[config.mk]
export PLATFORM = sky130hd
export DESIGN_NAME = opm_ctrl
export DESIGN_NICKNAME = d
export VERILOG_FILES = /design/src/rtl/opm_pkg.sv /design/src/rtl/opm_hv_window.sv /design/src/rtl/opm_out_decode.sv /design/src/rtl/opm_ctrl.sv
export SDC_FILE = /design/constraint.sdc
export NUM_CORES = 1
export LEC_CHECK = 0
export ABC_AREA = 1
export BUFFER_PORTS_ARGS = -buffer_cell sky130_fd_sc_hd__buf_2
export CAP_MARGIN = 20
export CORE_UTILIZATION = 45
export DETAILED_ROUTE_END_ITERATION = 6
export GPL_ROUTABILITY_DRIVEN = 0
export PLACE_DENSITY = 0.64
export SLEW_MARGIN = 5
export SYNTH_ARGS = -nofsm -noshare
export SYNTH_HDL_FRONTEND = slang
export SYNTH_SLANG_ARGS = --single-unit
[constraint.sdc]
create_clock -name clk -period 1.8 [get_ports clk]
set_input_delay 0.09 -clock clk [delete_from_list [all_inputs] [get_ports clk]]
set_output_delay 0.09 -clock clk [all_outputs]
set_load 0.005 [all_outputs]
[src/rtl/opm_pkg.sv]
package opm_pkg;

    typedef enum logic [1:0] {
        M_COMM = 2'd0,
        M_COMP = 2'd1,
        M_PROG = 2'd2,
        M_THM  = 2'd3
    } mode_e;

    localparam int CMD_W = 3;

    localparam logic [CMD_W-1:0] CMD_NOP       = 3'd0;
    localparam logic [CMD_W-1:0] CMD_CHAL_WR   = 3'd1;
    localparam logic [CMD_W-1:0] CMD_MAC       = 3'd2;
    localparam logic [CMD_W-1:0] CMD_NEXT_KEY  = 3'd3;
    localparam logic [CMD_W-1:0] CMD_GEN_KEY   = 3'd4;
    localparam logic [CMD_W-1:0] CMD_KEY_STORE = 3'd5;
    localparam logic [CMD_W-1:0] CMD_SPEED_CFG = 3'd6;
    localparam logic [CMD_W-1:0] CMD_THERM     = 3'd7;

    typedef struct packed {
        mode_e mode;
        logic  chal;
        logic  hv;
    } ctl_s;

endpackage

[src/rtl/opm_hv_window.sv]
module opm_hv_window #(
    parameter int WIN_CYC = 16
) (
    input  logic clk,
    input  logic rst_n,
    input  logic open_i,
    input  logic close_i,
    output logic win_o
);
    localparam int CNT_W = (WIN_CYC > 1) ? $clog2(WIN_CYC) : 1;

    typedef struct packed {
        logic             open;
        logic [CNT_W-1:0] cnt;
    } win_s;

    win_s win_d, win_q;

    always_comb begin
        win_d = win_q;
        if (close_i) begin
            win_d.open = 1'b0;
            win_d.cnt  = '0;
        end else if (open_i) begin
            win_d.open = 1'b1;
            win_d.cnt  = CNT_W'(WIN_CYC - 1);
        end else if (win_q.open) begin
            if (win_q.cnt == '0) begin
                win_d.open = 1'b0;
            end else begin
                win_d.cnt = win_q.cnt - 1'b1;
            end
        end
    end

    always_ff @(posedge clk or negedge rst_n) begin
        if (!rst_n) begin
            win_q <= '0;
        end else begin
            win_q <= win_d;
        end
    end

    assign win_o = win_q.open;

    // window never outlives its last count
    a_r7_window_closes: assert property (@(posedge clk) disable iff (!rst_n)
        (win_q.open && win_q.cnt == '0 && !open_i) |=> !win_q.open);

    // an eligible command always opens the window
    a_r6_window_opens: assert property (@(posedge clk) disable iff (!rst_n)
        (open_i && !close_i) |=> win_q.open);

endmodule

[src/rtl/opm_out_decode.sv]
module opm_out_decode
    import opm_pkg::*;
(
    input  mode_e mode_i,
    output logic  mode_comm,
    output logic  mode_comp,
    output logic  mode_prog,
    output logic  mode_thm,
    output logic  dq_disconnect,
    output logic  thm_drive_low,
    output logic  prog_en
);
    always_comb begin
        mode_comm = (mode_i == M_COMM);
        mode_comp = (mode_i == M_COMP);
        mode_prog = (mode_i == M_PROG);
        mode_thm  = (mode_i == M_THM);
    end

    assign dq_disconnect = mode_thm;
    assign thm_drive_low = mode_thm;
    assign prog_en       = mode_prog;

    // programming and thermistor controls never overlap
    always_comb begin
        a_r2_ctrl_exclusive: assert (!(prog_en && (dq_disconnect || thm_drive_low)));
    end

endmodule

[src/rtl/opm_ctrl.sv]
module opm_ctrl
    import opm_pkg::*;
#(
    parameter int WIN_CYC = 16
) (
    input  logic             clk,
    input  logic             pwr_ok,
    input  logic             cmd_stb,
    input  logic [CMD_W-1:0] cmd_code,
    input  logic             hv_det,
    input  logic             hash_done,
    output logic             mode_comm,
    output logic             mode_comp,
    output logic             mode_prog,
    output logic             mode_thm,
    output logic             dq_disconnect,
    output logic             thm_drive_low,
    output logic             prog_en
);
    ctl_s st_d, st_q;
    logic win;
    logic win_open;
    logic win_close;
    logic hv_rise;
    logic cmd_ok;

    assign hv_rise = hv_det && !st_q.hv;
    assign cmd_ok  = cmd_stb && (st_q.mode == M_COMM);

    always_comb begin
        st_d      = st_q;
        st_d.hv   = hv_det;
        win_open  = 1'b0;
        win_close = 1'b0;
        unique case (st_q.mode)
            M_COMM: begin
                if (hv_rise && win) begin
                    st_d.mode = M_PROG;
                    win_close = 1'b1;
                end else if (cmd_ok) begin
                    unique case (cmd_code)
                        CMD_CHAL_WR: begin
                            st_d.chal = 1'b1;
                            win_close = 1'b1;
                        end
                        CMD_MAC, CMD_NEXT_KEY: begin
                            if (st_q.chal) begin
                                st_d.mode = M_COMP;
                                st_d.chal = 1'b0;
                            end
                            win_close = 1'b1;
                        end
                        CMD_GEN_KEY, CMD_KEY_STORE, CMD_SPEED_CFG: begin
                            win_open = 1'b1;
                        end
                        CMD_THERM: begin
                            st_d.mode = M_THM;
                            win_close = 1'b1;
                        end
                        default: begin
                            win_close = 1'b1;
                        end
                    endcase
                end
            end
            M_COMP: begin
                if (hash_done) begin
                    st_d.mode = M_COMM;
                end
            end
            M_PROG: begin
                if (!hv_det) begin
                    st_d.mode = M_COMM;
                end
            end
            M_THM: begin
                st_d.mode = M_THM;
            end
            default: begin
                st_d.mode = M_COMM;
            end
        endcase
    end

    always_ff @(posedge clk or negedge pwr_ok) begin
        if (!pwr_ok) begin
            st_q <= '{mode: M_COMM, chal: 1'b0, hv: 1'b0};
        end else begin
            st_q <= st_d;
        end
    end

    opm_hv_window #(
        .WIN_CYC(WIN_CYC)
    ) u_win (
        .clk    (clk),
        .rst_n  (pwr_ok),
        .open_i (win_open),
        .close_i(win_close),
        .win_o  (win)
    );

    opm_out_decode u_dec (
        .mode_i       (st_q.mode),
        .mode_comm    (mode_comm),
        .mode_comp    (mode_comp),
        .mode_prog    (mode_prog),
        .mode_thm     (mode_thm),
        .dq_disconnect(dq_disconnect),
        .thm_drive_low(thm_drive_low),
        .prog_en      (prog_en)
    );

    // thermistor mode is left only through power loss
    a_r9_thm_sticky: assert property (@(posedge clk) disable iff (!pwr_ok)
        mode_thm |=> mode_thm);

    // hash completion ends computation
    a_r5_comp_exit: assert property (@(posedge clk) disable iff (!pwr_ok)
        (mode_comp && hash_done) |=> mode_comm);

    // loss of high voltage ends programming
    a_r8_prog_exit: assert property (@(posedge clk) disable iff (!pwr_ok)
        (mode_prog && !hv_det) |=> mode_comm);

    // programming is entered only from an open window with the voltage present
    a_r6_prog_entry: assert property (@(posedge clk) disable iff (!pwr_ok)
        $rose(mode_prog) |-> ($past(win) && $past(hv_det)));

    // computation needs a held challenge
    a_r4_comp_needs_chal: assert property (@(posedge clk) disable iff (!pwr_ok)
        $rose(mode_comp) |-> $past(st_q.chal));

    // commands do not move the device out of computation
    a_r10_comp_ignores_cmd: assert property (@(posedge clk) disable iff (!pwr_ok)
        (mode_comp && !hash_done) |=> mode_comp);

endmodule

==> impl_results.md, run 1 <==
* Yosys warning total at 0
* Initial core utilization at 49.8%
* CTS tree: yes
* Rel. slew slack at about four fifths
* Tot GR Track Use at 19.5%
* RSZ-0062 raised after global routing: false
* Via density at about 4.9
* #FFs+latches synth at 9
* Synth-to-Final Area Change at 15.3%
* Cell Area, Placed at ~740 um^2
* Endpoints failing setup at 0
* Peak VDD IR at 0.000620 V
* Pwr per Cell Area at approximately 1500 mW/mm^2
* Hold path start: hv_det
* CTS resizes at 0
* Reg2reg path depth at 6
* Final total power at 1.15 mW
* Cell mode on critical path: nand2_1
* IO Pins at 15
* Detailed Route Iter0 Violations at 10
* TritonCTS Buffers at 3
* Root buffer cell: clkbuf_4
* Critical R2R Launch: u_win.win_q[0]
* Share of layout cells above drive strength 1 at a little under a third
* CTS sink cnt at 9
* CP endpoint kind: flip-flop
* # diodes at 0
* Final Instance Area at approximately 770 um^2
* Commonest non-fill, non-tap cells in the layout: 23 x nand2_1, 14 x buf_2, 10 x inv_1
* Detailed placement HPWL at roughly 960 um
* Net count after synthesis at 98
* # rows at 13
* Fin nets at around 120
* H-tree levels at 1
* Fin. max-slew vios at 0
* Worst Path Arrival at about 1.4 ns
* Crit path launch type: flip-flop
* Clk_skew at 0.00470 ns
* Fin Setup TNS at 0 ns
* Die Wd at 40.6 um
* Later-pin clock latency in the skew report at between 0.2 and 0.3 ns
* Mean post-synth cell area at 7.64 um^2
* Worst hold path depth at 1
* Final core utilization at 57.4%
* Final WS setup at approximately 0.57 ns
* Routed WL per cell at 10.1 um
* IO Port Bufs at 14
* CP Data Required Time at between 1.5 and 2 ns
* Synthesized cell area at approximately 670 um^2
* Worst-path cell with the longest stage delay: dfrtp_1
* Crit Path Max Fanout at 5
* First-pass GRT wire length at about 2000 um
* Total wire length at 1210 um
* Seq/Total Area, Yosys at about a third
* Crit Path Class: reg2reg
* Leakage at 0.425 nW
* Number of vias after detailed routing at ~580
* Clk pin slew, worst setup/hold paths at 0.06 ns
* Synth Instances at between 80 and 90
* Hold Fails Final Rpt at 0
* Status: finished, final reports clean
* Hold WS at about 0.014 ns
* Vias in the first global route at roughly 480
* Synth cell types at 20
* Maxcap violations at 0
* Place WS at slightly below 0.6 ns
* Non-Filler Instances at 119
* Max Freq at about 810 MHz
* Final period utilization at 68.6%
* R2r setup slk at around 0.57 ns
* Slowest stage delay, CP at between 0.3 and 0.4 ns
* RR Endpoint: u_win.win_o
* Placed insts at roughly 110
* Drc violations at 0
* Drt first pass iters at 4
* Slew at the pin closest to its max-slew limit at a little over 0.3 ns
* Final min period at ~1.2 ns
* Die area at approximately 0.0017 mm^2
* Detail Route Antenna Nets at 0
* Hold endpoint: st_q[0]
* Grt total ovfl at 0
* Number of setup buffers added after CTS at 0
* Largest net degree at the start of global routing at 10
* CP Cell Sequence: inv_1, ha_1, nand2_1, nand2_1, nand2_4, and2_1
* Most common cell after layout, fill and taps aside: nand2_1
* CTS Buffer Depth at 2
* Worst Hold Class: in2reg
* Core area at ~0.0014 mm^2
* Die extent in y at between 40 and 50 um
* Initial antenna violation count at 0
cell usage after synthesis:
cell type  count  area (um^2)
nand4_1        4         25.0
a21boi_1       1         7.51
xor2_1         1         8.76
nand2_2        2         12.5
nor2_1         6         22.5
a21oi_1        3         15.0
inv_2          1         3.75
nand2_1       23         86.3
nor2_2         3         18.8
dfrtp_1        9          225
o21ai_2        1         8.76
nand3_4        1         17.5
nor2_4         4         45.0
inv_1         10         37.5
buf_4          3         22.5
nand3_1        8         40.0
nor3_1         2         10.0
nand2_4        3         33.8
ha_1           2         25.0
and2_1         1         6.26
timing repair:
action,CTS,global route
hold endpoints to repair,9,0
setup endpoints to repair,0,0
hold buffers,1,0
how the worst max path moves through the flow:
| stage | slack, ns | from | to |
|---|---|---|---|
| after global routing | 0.46 | u_win.win_q[0] | u_win.win_q[3] |
| after CTS | 0.56 | u_win.win_q[0] | u_win.win_o |
| after detailed placement | 0.58 | u_win.win_q[0] | u_win.win_o |
| after global placement | 0.62 | u_win.win_q[0] | u_win.win_q[3] |
| final | 0.57 | u_win.win_q[0] | u_win.win_o |
| after floorplan | 0.67 | u_win.win_q[0] | u_win.win_o |
registers in the layout, indices dropped and copies added (netlist names):
name and cells:
u_win.win_q 4, st_q 4, u_win.win_o 1
layer usage:
metal | wire (um) | track usage, %
met5 | 0 | 0
met4 | 12 | 7.50
met2 | 536 | 28.6
met1 | 591 | 25.3
met3 | 64 | 8.15
critical path: cells and delay by family, from the launching register on:
| kind | cells | cell delay (ns) |
|---|---|---|
| simple gates | 4 | 0.47 |
| fa+ha+maj | 1 | 0.17 |
| buf+inv | 1 | 0.13 |
| flops | 1 | 0.37 |
area by class of cell:
class / instances / area, um^2
fill: 138 / 576
timing repair buffer: 15 / 80.1
clock buffer: 4 / 26.3
sequential: 9 / 225
tap: 15 / 18.8
inverter: 11 / 41.3
multi-input combinational: 65 / 383
power breakdown:
| group | total (mW) | switching, mW | leakage [nW] | internal [mW] |
|---|---|---|---|---|
| clock network | 0.158 | 0.0727 | 0.0150 | 0.0855 |
| registers | 0.386 | 0.100 | 0.118 | 0.285 |
| logic | 0.602 | 0.353 | 0.291 | 0.249 |
cells by family (layout without fill, tap and decap cells):
family	after synthesis	count (layout)	synth area share, %
simple gates	57	57	47.3
buf+inv	14	30	9.50
compound gates	5	5	4.66
xor+xnor	1	1	1.30
flops	9	9	33.5
fa+ha+maj	2	2	3.72
No activity file was read; power rests on OpenSTA's default activity.
==> run 2, diff against run 1 <==
==> constraint.sdc (replaced) <==
create_clock -name clk -period 1.2 [get_ports clk]
set_input_delay 0.06 -clock clk [delete_from_list [all_inputs] [get_ports clk]]
set_output_delay 0.06 -clock clk [all_outputs]
set_load 0.005 [all_outputs]
==> impl_results.md, run 2 (synthesized netlist as in run 1, its figures left out) <==
* Synth-to-Final Area Change at 20.7%
* CP Data Required Time at roughly 1.4 ns
* Endpoints failing setup at 0
* Slew at the pin closest to its max-slew limit at approximately 0.21 ns
* Clock group share of total power at between 10% and 20%
* Placed insts at about 120
* Worst Path Arrival at 1.31 ns
* Slowest stage delay, CP at 0.36 ns
* Gate power share at a little over half
* Most common cell after layout, fill and taps aside: nand2_1
* # diodes at 0
* Number of vias after detailed routing at 625
* Maxcap violations at 0
* Largest net degree at the start of global routing at 10
* Initial antenna violation count at 0
* CP Cell Sequence: inv_2, ha_1, xor2_1, nand2_1, nand2_1, nand3_1, nand2_1
* Core area at roughly 0.0014 mm^2
* Reg power frac at 31.6%
* Fin nets at 118
* Vias in the first global route at approximately 520
* Share of layout cells above drive strength 1 at a little over a third
* Initial core utilization at about 50%
* Peak VDD IR at about 0.0012 V
* IO Pins at 15
* Number of setup buffers added after CTS at 0
* Worst-path cell with the longest stage delay: dfrtp_1
* Root buffer cell: clkbuf_4
* Later-pin clock latency in the skew report at approximately 0.27 ns
* Drc violations at 0
* Top Family by Delay on Critical Path: flip-flops
* Crit Path Max Fanout at 5
* CP endpoint kind: flip-flop
* Internal at between 0.9 and 1 mW
* Detailed Route Iter0 Violations at 28
* Final total power at 1.86 mW
* Detailed placement HPWL at about 1000 um
* Cell mode on critical path: nand2_1
* Switching power at 0.872 mW
* CTS sink cnt at 9
* Crit path launch type: flip-flop
* Final Instance Area at 811 um^2
* Via density at 5.12
* First-pass GRT wire length at 2190 um
* CTS tree: yes
* # rows at 13
* Worst Hold Class: in2reg
* Total wire length at 1340 um
* Final period utilization at ~96%
* Final WS setup at 0.0535 ns
* Cell Area, Placed at 753 um^2
* CTS Buffer Depth at 2
* Max Freq at approximately 870 MHz
* RSZ-0062 raised after global routing: true
* H-tree levels at 1
* Leakage at around 0.45 nW
* FF/Latch Area at 229 um^2
* Tot GR Track Use at between 20 and 25%
* Crit Path Class: reg2reg
* Routed WL per cell at roughly 11 um
* Fill count at about 130
* Grt total ovfl at 0
* Sw Share at around 47%
* Hold Fails Final Rpt at 0
* Die Wd at approximately 41 um
* Rel. slew slack at 85.7%
* Place WS at -0.0250 ns
* Clk pin slew, worst setup/hold paths at 0.07 ns
* Final min period at about 1.1 ns
* Drt first pass iters at 4
* Pwr per Cell Area at 2300 mW/mm^2
* IO Port Bufs at 14
* Buf+Inv Stages, Crit Path at 1
* Non-Filler Instances at roughly 120
* Detail Route Antenna Nets at 0
* Die extent in y at just over 40 um
* TritonCTS Buffers at 3
* Die area at 0.00165 mm^2
* Commonest non-fill, non-tap cells in the layout: 22 x nand2_1, 14 x buf_2, 9 x inv_1
* Multi-input gate area at between 300 and 400 um^2
* Status: finished, final reports clean
* Clk_skew at approximately 0.0011 ns
* Fin. max-slew vios at 0
[run 2: per-layer routing]
layer | vias to the layer above | wire [um] | GRT usage (%)
li1 | 318 | - | -
met1 | 283 | 625 | 26.7
met2 | 20 | 607 | 31.7
met3 | 4 | 66 | 6.52
met4 | 0 | 42 | 15.0
met5 | - | 0 | 0
[run 2: repair_timing]
| item | 4_1_cts | 5_1_grt |
|---|---|---|
| hold buffers | 2 | 0 |
| setup endpoints to repair | 5 | 12 |
| endpoints found under the hold margin | 10 | 0 |
| gates resized for setup | 1 | 5 |
| cloned | 0 | 0 |
[run 2: through the flow]
stage                     setup TNS (ns)  util [%]  hold slack, ns
after floorplan                        0         -          -0.236
after global placement                 0      55.8         -0.0734
after detailed placement         -0.0792      55.8         -0.0705
after CTS                              0      59.4          0.0219
after global routing              -0.273      60.1          0.0495
final                                  0      60.1          0.0289
[run 2: power groups by stage]
stage	combinational [mW]	sequential, mW	clock (mW)
2_1_floorplan	0.743	0.547	0
3_3_place_gp	0.960	0.572	0
3_5_place_dp	0.969	0.570	0
4_1_cts	0.993	0.570	0.260
5_1_grt	1.17	0.608	0.272
6_report	1.02	0.589	0.252
[run 2: path summary, 6_finish.rpt]
path | from | endpoint | cells after the start | slack (ns)
min in group asynchronous | pwr_ok | u_win.win_q[0] | 2 | 0.17
max in group asynchronous | pwr_ok | st_q[2] | 2 | 0.83
min | hash_done | st_q[2] | 4 | 0.03
min reg2reg | st_q[1] | st_q[1] | 2 | 0.52
max reg2reg | u_win.win_q[0] | u_win.win_q[2] | 7 | 0.05
max | u_win.win_q[0] | u_win.win_q[2] | 7 | 0.05
[run 2: tightest hold or removal path, cell delays in order]
cell and delay, ns:
buf_2 0.07, inv_1 0.03, nand2_1 0.05, a21oi_1 0.05
[run 2: area by class of cell]
type	count	area share, %
tap	15	2.31
timing repair buffer	18	13.0
sequential	9	28.2
multi-input combinational	65	48.1
clock buffer	4	3.24
inverter	11	5.09
